## config.mk

```make
export PLATFORM = sky130hd
export DESIGN_NAME = regburst_engine
export DESIGN_NICKNAME = d
export VERILOG_FILES = /design/src/rtl/regburst_pkg.sv /design/src/rtl/regburst_addr_track.sv /design/src/rtl/regburst_wr_path.sv /design/src/rtl/regburst_rd_path.sv /design/src/rtl/regburst_engine.sv
export SDC_FILE = /design/constraint.sdc
export NUM_CORES = 1
export LEC_CHECK = 0
export CAP_MARGIN = 40
export CORE_MARGIN = 3
export CORE_UTILIZATION = 50
export DETAILED_ROUTE_END_ITERATION = 6
export HOLD_SLACK_MARGIN = 0.15
export PLACE_DENSITY = 0.81
export SYNTH_ARGS = -nofsm -noshare
export SYNTH_HDL_FRONTEND = slang
export SYNTH_SLANG_ARGS = --single-unit
```

## constraint.sdc

```tcl
create_clock -name clk -period 7.63 [get_ports clk]
set_input_delay 0.763 -clock clk [delete_from_list [all_inputs] [get_ports clk]]
set_output_delay 0.763 -clock clk [all_outputs]
set_load 0.02 [all_outputs]
```

## src/rtl/regburst_pkg.sv

```systemverilog
package regburst_pkg;
  localparam int unsigned SUB_W      = 16;
  localparam int unsigned BYTE_W     = 8;
  localparam int unsigned WIDE_BYTES = 6;
  localparam int unsigned WIDE_W     = BYTE_W * WIDE_BYTES;
  localparam int unsigned CNT_W      = $clog2(WIDE_BYTES);
  localparam int unsigned STAGE_W    = WIDE_W - BYTE_W;

  localparam logic [SUB_W-1:0] CTRL0_ADDR = 16'h4000;
  localparam logic [SUB_W-1:0] WIDE_ADDR  = 16'h4002;

  typedef enum logic [1:0] {
    PH_SUB_HI = 2'd0,
    PH_SUB_LO = 2'd1,
    PH_DATA   = 2'd2
  } phase_t;

  function automatic logic in_span(logic [SUB_W-1:0] a,
                                   logic [SUB_W-1:0] lo,
                                   logic [SUB_W-1:0] hi);
    return (a >= lo) && (a <= hi);
  endfunction

  // Unmapped locations inside the register window
  function automatic logic is_hole(logic [SUB_W-1:0] a);
    return (a == 16'h4001) || in_span(a, 16'h4003, 16'h4007) ||
           (a == 16'h402E) || in_span(a, 16'h4032, 16'h4035);
  endfunction

  // Index of the final byte of the word at address a
  function automatic logic [CNT_W-1:0] last_idx(logic [SUB_W-1:0] a);
    return (a == WIDE_ADDR) ? CNT_W'(WIDE_BYTES - 1) : '0;
  endfunction

  function automatic logic wr_allowed(logic [SUB_W-1:0] a, logic clk_ok);
    return !is_hole(a) && (clk_ok || (a == CTRL0_ADDR) || (a == WIDE_ADDR));
  endfunction

  // Byte lane of rf_rdata holding byte number cnt (most significant first)
  function automatic logic [CNT_W-1:0] lane_of(logic [SUB_W-1:0] a,
                                               logic [CNT_W-1:0] cnt);
    return last_idx(a) - cnt;
  endfunction
endpackage

```

## src/rtl/regburst_addr_track.sv

```systemverilog
module regburst_addr_track
  import regburst_pkg::*;
(
  input  logic              clk,
  input  logic              rst_n,
  input  logic              byte_vld,
  input  logic [BYTE_W-1:0] byte_data,
  input  logic              rd_req,
  input  logic              rw_read,
  input  logic              xact_end,
  output phase_t            phase_q,
  output logic [SUB_W-1:0]  sub_addr_q,
  output logic [CNT_W-1:0]  byte_cnt_q,
  output logic              step_wr,
  output logic              step_rd,
  output logic              word_last,
  output logic              word_done
);
  logic in_data;

  always_comb begin
    in_data   = (phase_q == PH_DATA);
    step_wr   = in_data && byte_vld && !rw_read;
    step_rd   = in_data && rd_req && rw_read;
    word_last = (byte_cnt_q == last_idx(sub_addr_q));
    word_done = (step_wr || step_rd) && word_last;
  end

  always_ff @(posedge clk or negedge rst_n) begin
    if (!rst_n) begin
      phase_q    <= PH_SUB_HI;
      sub_addr_q <= '0;
      byte_cnt_q <= '0;
    end else begin
      unique case (phase_q)
        PH_SUB_HI: if (byte_vld) begin
          sub_addr_q[SUB_W-1:BYTE_W] <= byte_data;
          phase_q                    <= PH_SUB_LO;
        end
        PH_SUB_LO: if (byte_vld) begin
          sub_addr_q[BYTE_W-1:0] <= byte_data;
          byte_cnt_q             <= '0;
          phase_q                <= PH_DATA;
        end
        PH_DATA: if (step_wr || step_rd) begin
          if (word_last) begin
            sub_addr_q <= sub_addr_q + SUB_W'(1);
            byte_cnt_q <= '0;
          end else begin
            byte_cnt_q <= byte_cnt_q + CNT_W'(1);
          end
        end
        default: phase_q <= PH_SUB_HI;
      endcase
      if (xact_end) begin
        phase_q    <= PH_SUB_HI;
        byte_cnt_q <= '0;
      end
    end
  end
endmodule

```

## src/rtl/regburst_wr_path.sv

```systemverilog
module regburst_wr_path
  import regburst_pkg::*;
(
  input  logic              clk,
  input  logic              rst_n,
  input  logic              step_wr,
  input  logic              word_last,
  input  logic              xact_end,
  input  logic              mclk_ok,
  input  logic [BYTE_W-1:0] byte_data,
  input  logic [SUB_W-1:0]  sub_addr,
  output logic              rf_we,
  output logic [SUB_W-1:0]  rf_waddr,
  output logic [WIDE_W-1:0] rf_wdata,
  output logic              wr_drop
);
  logic [STAGE_W-1:0] stage_q;
  logic               commit_ok;
  logic               is_wide;

  always_comb begin
    commit_ok = wr_allowed(sub_addr, mclk_ok);
    is_wide   = (last_idx(sub_addr) != '0);
  end

  always_ff @(posedge clk or negedge rst_n) begin
    if (!rst_n) begin
      rf_we    <= 1'b0;
      wr_drop  <= 1'b0;
      rf_waddr <= '0;
      rf_wdata <= '0;
      stage_q  <= '0;
    end else begin
      rf_we   <= 1'b0;
      wr_drop <= 1'b0;
      if (step_wr) begin
        if (word_last) begin
          rf_waddr <= sub_addr;
          rf_wdata <= is_wide ? {stage_q, byte_data}
                              : {{STAGE_W{1'b0}}, byte_data};
          rf_we    <= commit_ok;
          wr_drop  <= !commit_ok;
        end else begin
          stage_q <= {stage_q[STAGE_W-BYTE_W-1:0], byte_data};
        end
      end else if (xact_end) begin
        stage_q <= '0;
      end
    end
  end
endmodule

```

## src/rtl/regburst_rd_path.sv

```systemverilog
module regburst_rd_path
  import regburst_pkg::*;
(
  input  logic              clk,
  input  logic              rst_n,
  input  logic              step_rd,
  input  logic [SUB_W-1:0]  sub_addr,
  input  logic [CNT_W-1:0]  byte_cnt,
  input  logic [WIDE_W-1:0] rf_rdata,
  output logic              rd_vld,
  output logic [BYTE_W-1:0] rd_data
);
  logic [CNT_W-1:0]  lane;
  logic [BYTE_W-1:0] picked;

  always_comb begin
    lane   = lane_of(sub_addr, byte_cnt);
    picked = rf_rdata[int'(lane)*BYTE_W +: BYTE_W];
    if (is_hole(sub_addr)) picked = '0;
  end

  always_ff @(posedge clk or negedge rst_n) begin
    if (!rst_n) begin
      rd_vld  <= 1'b0;
      rd_data <= '0;
    end else begin
      rd_vld <= step_rd;
      if (step_rd) rd_data <= picked;
    end
  end
endmodule

```

## src/rtl/regburst_engine.sv

```systemverilog
module regburst_engine
  import regburst_pkg::*;
(
  input  logic        clk,
  input  logic        rst_n,
  input  logic        byte_vld,
  input  logic [7:0]  byte_data,
  input  logic        rd_req,
  input  logic        rw_read,
  input  logic        xact_end,
  input  logic        mclk_ok,
  output logic        rf_we,
  output logic [15:0] rf_waddr,
  output logic [47:0] rf_wdata,
  output logic [15:0] rf_raddr,
  input  logic [47:0] rf_rdata,
  output logic        rd_vld,
  output logic [7:0]  rd_data
);
  phase_t             phase_q;
  logic [SUB_W-1:0]   sub_addr_q;
  logic [CNT_W-1:0]   byte_cnt_q;
  logic               step_wr;
  logic               step_rd;
  logic               word_last;
  logic               word_done;
  logic               wr_drop;
  logic               hole_now;

  assign hole_now = is_hole(sub_addr_q);
  assign rf_raddr = sub_addr_q;

  regburst_addr_track u_track (
    .clk        (clk),
    .rst_n      (rst_n),
    .byte_vld   (byte_vld),
    .byte_data  (byte_data),
    .rd_req     (rd_req),
    .rw_read    (rw_read),
    .xact_end   (xact_end),
    .phase_q    (phase_q),
    .sub_addr_q (sub_addr_q),
    .byte_cnt_q (byte_cnt_q),
    .step_wr    (step_wr),
    .step_rd    (step_rd),
    .word_last  (word_last),
    .word_done  (word_done)
  );

  regburst_wr_path u_wr (
    .clk       (clk),
    .rst_n     (rst_n),
    .step_wr   (step_wr),
    .word_last (word_last),
    .xact_end  (xact_end),
    .mclk_ok   (mclk_ok),
    .byte_data (byte_data),
    .sub_addr  (sub_addr_q),
    .rf_we     (rf_we),
    .rf_waddr  (rf_waddr),
    .rf_wdata  (rf_wdata),
    .wr_drop   (wr_drop)
  );

  regburst_rd_path u_rd (
    .clk      (clk),
    .rst_n    (rst_n),
    .step_rd  (step_rd),
    .sub_addr (sub_addr_q),
    .byte_cnt (byte_cnt_q),
    .rf_rdata (rf_rdata),
    .rd_vld   (rd_vld),
    .rd_data  (rd_data)
  );
endmodule

```

==> metrics.cfg <==
[run_status]
outcome=finished, final reports clean

[pwr]
p_leak_nw=3.57
ir_worst_vdd_mv=0.260
power.density_nw_per_um2=273
p_total_mw=2.28

[logic_synthesis]
synth_top_cells_by_area=dfrtp_1 55%, nand2_1 6.4%, a22o_1 5.9%, o21ai_0 4.8%, mux2_2 3.9%
synth_top_family_by_area=compound AO/OA/AOI/OAI gates
synth_top_area_cell=dfrtp_1
yosysSeqAreaShare_pct=55.1
synthCells=567
postSynthAreaPerCell_um2=10.8
synthMuxAreaShare_pct=9.42
ys_warn_count=0
syn-num-nets=638
synth_compound_gate_area_share_pct=16.3
synth_edf_count=0
synthXorXnorAreaFrac_pct=1.04
synthSimpleGateAreaFrac_pct=13.2
netlist_area_um2=6130
ys_ff_latch=135
synth_fa_ha_area_share_pct=1.63
netlist.area_leader.share_pct=55.1
synth.distinct_cells=48
async_reset_ff_share_pct=100
synth_ff_type=dfrtp_1

[floorplan]
start_util_pct=52.3
rows=39
dieArea_um2=13600
die_h_um=117
design.core.area_um2=11700
ios=153
die_x_um=117

[sta]
drv_slew=0
post-route-period-util_pct=47.2
setup_viol=0
worstMarginPinSlew_ns=0.756
max_freq_mhz=278
rsz0062_at_grt=no
timing.slew.headroom_pct=49.6
hold_viol=0
fin_crit_ns=3.60
fin_setup_tns_ns=0
setup_ws_ns=4.03
clock-skew-final_ns=0.0107

[worst_setup_path]
cpPeakStageDelay_ns=0.48
path_cells=inv_1 -> ha_1 -> nor3b_1 -> nand4_1 -> ha_1 -> nor2b_1 -> nand3_4 -> buf_16 -> o21ai_2 -> buf_4 -> a22o_1
cp_common_cell=ha_1
required_ns=7.97
worstPathMaxFanout=94
path_class=reg2reg
crit_buf_inv=3
arrival_ns=3.95
cp-start-kind=flop
cp-end-kind=flop
crit_family=simple AND/OR/NAND/NOR gates
critPathSlowestCell=nor2b_1

[placed_design]
numPortBuffers=152
placedCellCount=830
globalplace.congestion=0.841
hpwl_um=11200
place_ws_ns=3.49

[worst_hold_path]
hold_class=in2async

[route]
vias_per_cell=5.74
post-route-drc-count=0
num_vias=4955
routedWlPerCell_um=18.5
firstDrtPassIters=5
drt-total-wl_um=16000
antenna_left=0
initialDrtViolationCount=376

[global_route]
grt_start_max_net_pins=95
antenna_found_initial=0
grt_use_total_pct=24.5
grt_first_pass_wirelength_um=25900
first_global_vias=5021
globalRouteOverflowTotal=0

[cts]
cts_tree=yes
clk_latency_ns=0.41
cts_resized=0
numCtsBuffers=17
cts_num_sinks=135
clk_pin_slew_ns=0.06
clk_path_buf_depth=2
cts_htree_levels=4
clockRootBuffer=clkbuf_16
ctsHoldBuffers=0
cts_setup_buffers=0

[layout]
regArea_um2=3380
final_util_pct=71.2
multiInputGateArea_um2=2560
fin_cells=863
drive_above_1_share_pct=10.7
antennaDiodeCount=0
synthToLayoutAreaGrowth_pct=36.2
nNetsFinal=778
nFillCells=815

[run]
max-cap-violations=0

-- cell usage after synthesis (6+ instances only) --
master and n:
a22o_1 41, inv_1 6, dfrtp_1 135, ha_1 8, buf_2 16, a21oi_1 23
o21ai_0 59, nand3_1 6, mux2i_1 16, mux4_2 8, o22a_1 8, nand2_1 105
nor2_1 34, clkbuf_1 17, nor3_1 9, mux2_2 21
-- registers in the layout (all words and copies together) (netlist names), 2 cells and up --
name,flops
u_wr.rf_wdata,48
u_wr.stage_q,40
u_track.sub_addr_q,16
u_wr.rf_waddr,16
u_rd.rd_data,8
u_track.byte_cnt_q,3
u_track.phase_q,2
-- area by class of cell --
type / instances / area share (%)
Clock inverter: 10 / 1.19
Tap cell: 143 / 2.15
Inverter: 6 / 0.270
Multi-Input combinational cell: 388 / 30.7
Timing Repair Buffer: 159 / 19.6
Clock buffer: 22 / 5.57
Sequential cell: 135 / 40.5
-- per-stage QoR --
step	hold WS (ns)	instance area, um^2
final	0.385	8340
after global placement	0.463	7690
after CTS	0.420	8310
after global routing	0.443	8340
after detailed placement	0.470	7750
after floorplan	0.460	6130
-- worst paths after layout --
| kind | cells after the start | from | end | slack (ns) |
|---|---|---|---|---|
| worst min register to register | 2 | u_wr.rf_wdata[31] | u_wr.rf_wdata[31] | 0.48 |
| worst min-delay path | 1 | rst_n | u_wr.rf_wdata[22] | 0.38 |
| max in group asynchronous | 2 | rst_n | u_track.sub_addr_q[2] | 6.07 |
| worst max register to register | 11 | u_track.sub_addr_q[0] | u_wr.stage_q[29] | 4.03 |
| min in group clk | 2 | u_wr.rf_wdata[31] | u_wr.rf_wdata[31] | 0.48 |
| worst max-delay path | 11 | u_track.sub_addr_q[0] | u_wr.stage_q[29] | 4.03 |
-- cell usage in the layout, fill, tap and decap left out, drive strengths merged, types with 2 or more instances in the layout --
cell type / instances
clkinv: 4
and4: 2
dfrtp: 135
a22o: 41
nand4: 2
a21oi: 24
nor3b: 3
nor2b: 4
a31o: 2
o21a: 3
ha: 8
mux2: 21
o21ai: 60
clkdlybuf4s50: 151
mux4: 8
clkinvlp: 5
nand2: 105
nor3: 9
nand2b: 5
o22a: 8
or3: 2
nor4: 3
nand3: 7
inv: 6
clkbuf: 22
buf: 8
a211oi: 2
nor2: 34
mux2i: 16
a31oi: 4
xnor2: 2
-- routing by layer --
| metal | GRT usage (%) | wire [um] |
|---|---|---|
| met4 | 7.19 | 270 |
| met1 | 31.3 | 6560 |
| met5 | 0 | 0 |
| met2 | 41.0 | 8390 |
| met3 | 6.63 | 780 |
-- cells by family (layout without fill, tap and decap cells) --
kind of cell | count (synthesis) | after routing
and+or+nand+nor | 181 | 181
AOI/OAI and AO/OA | 151 | 151
DFF | 135 | 135
muxes | 45 | 45
buffers and inverters | 44 | 197
adders and majority gates | 8 | 8
xor gates and xnor gates | 3 | 3
-- where the power goes --
group / internal, mW / switching [mW] / total [mW] / leakage (nW)
clock: 0.466 / 0.307 / 0.773 / 0.259
combinational: 0.286 / 0.297 / 0.584 / 1.51
sequential: 0.814 / 0.111 / 0.924 / 1.80
Note: power is estimated with default switching activity, not from simulation.
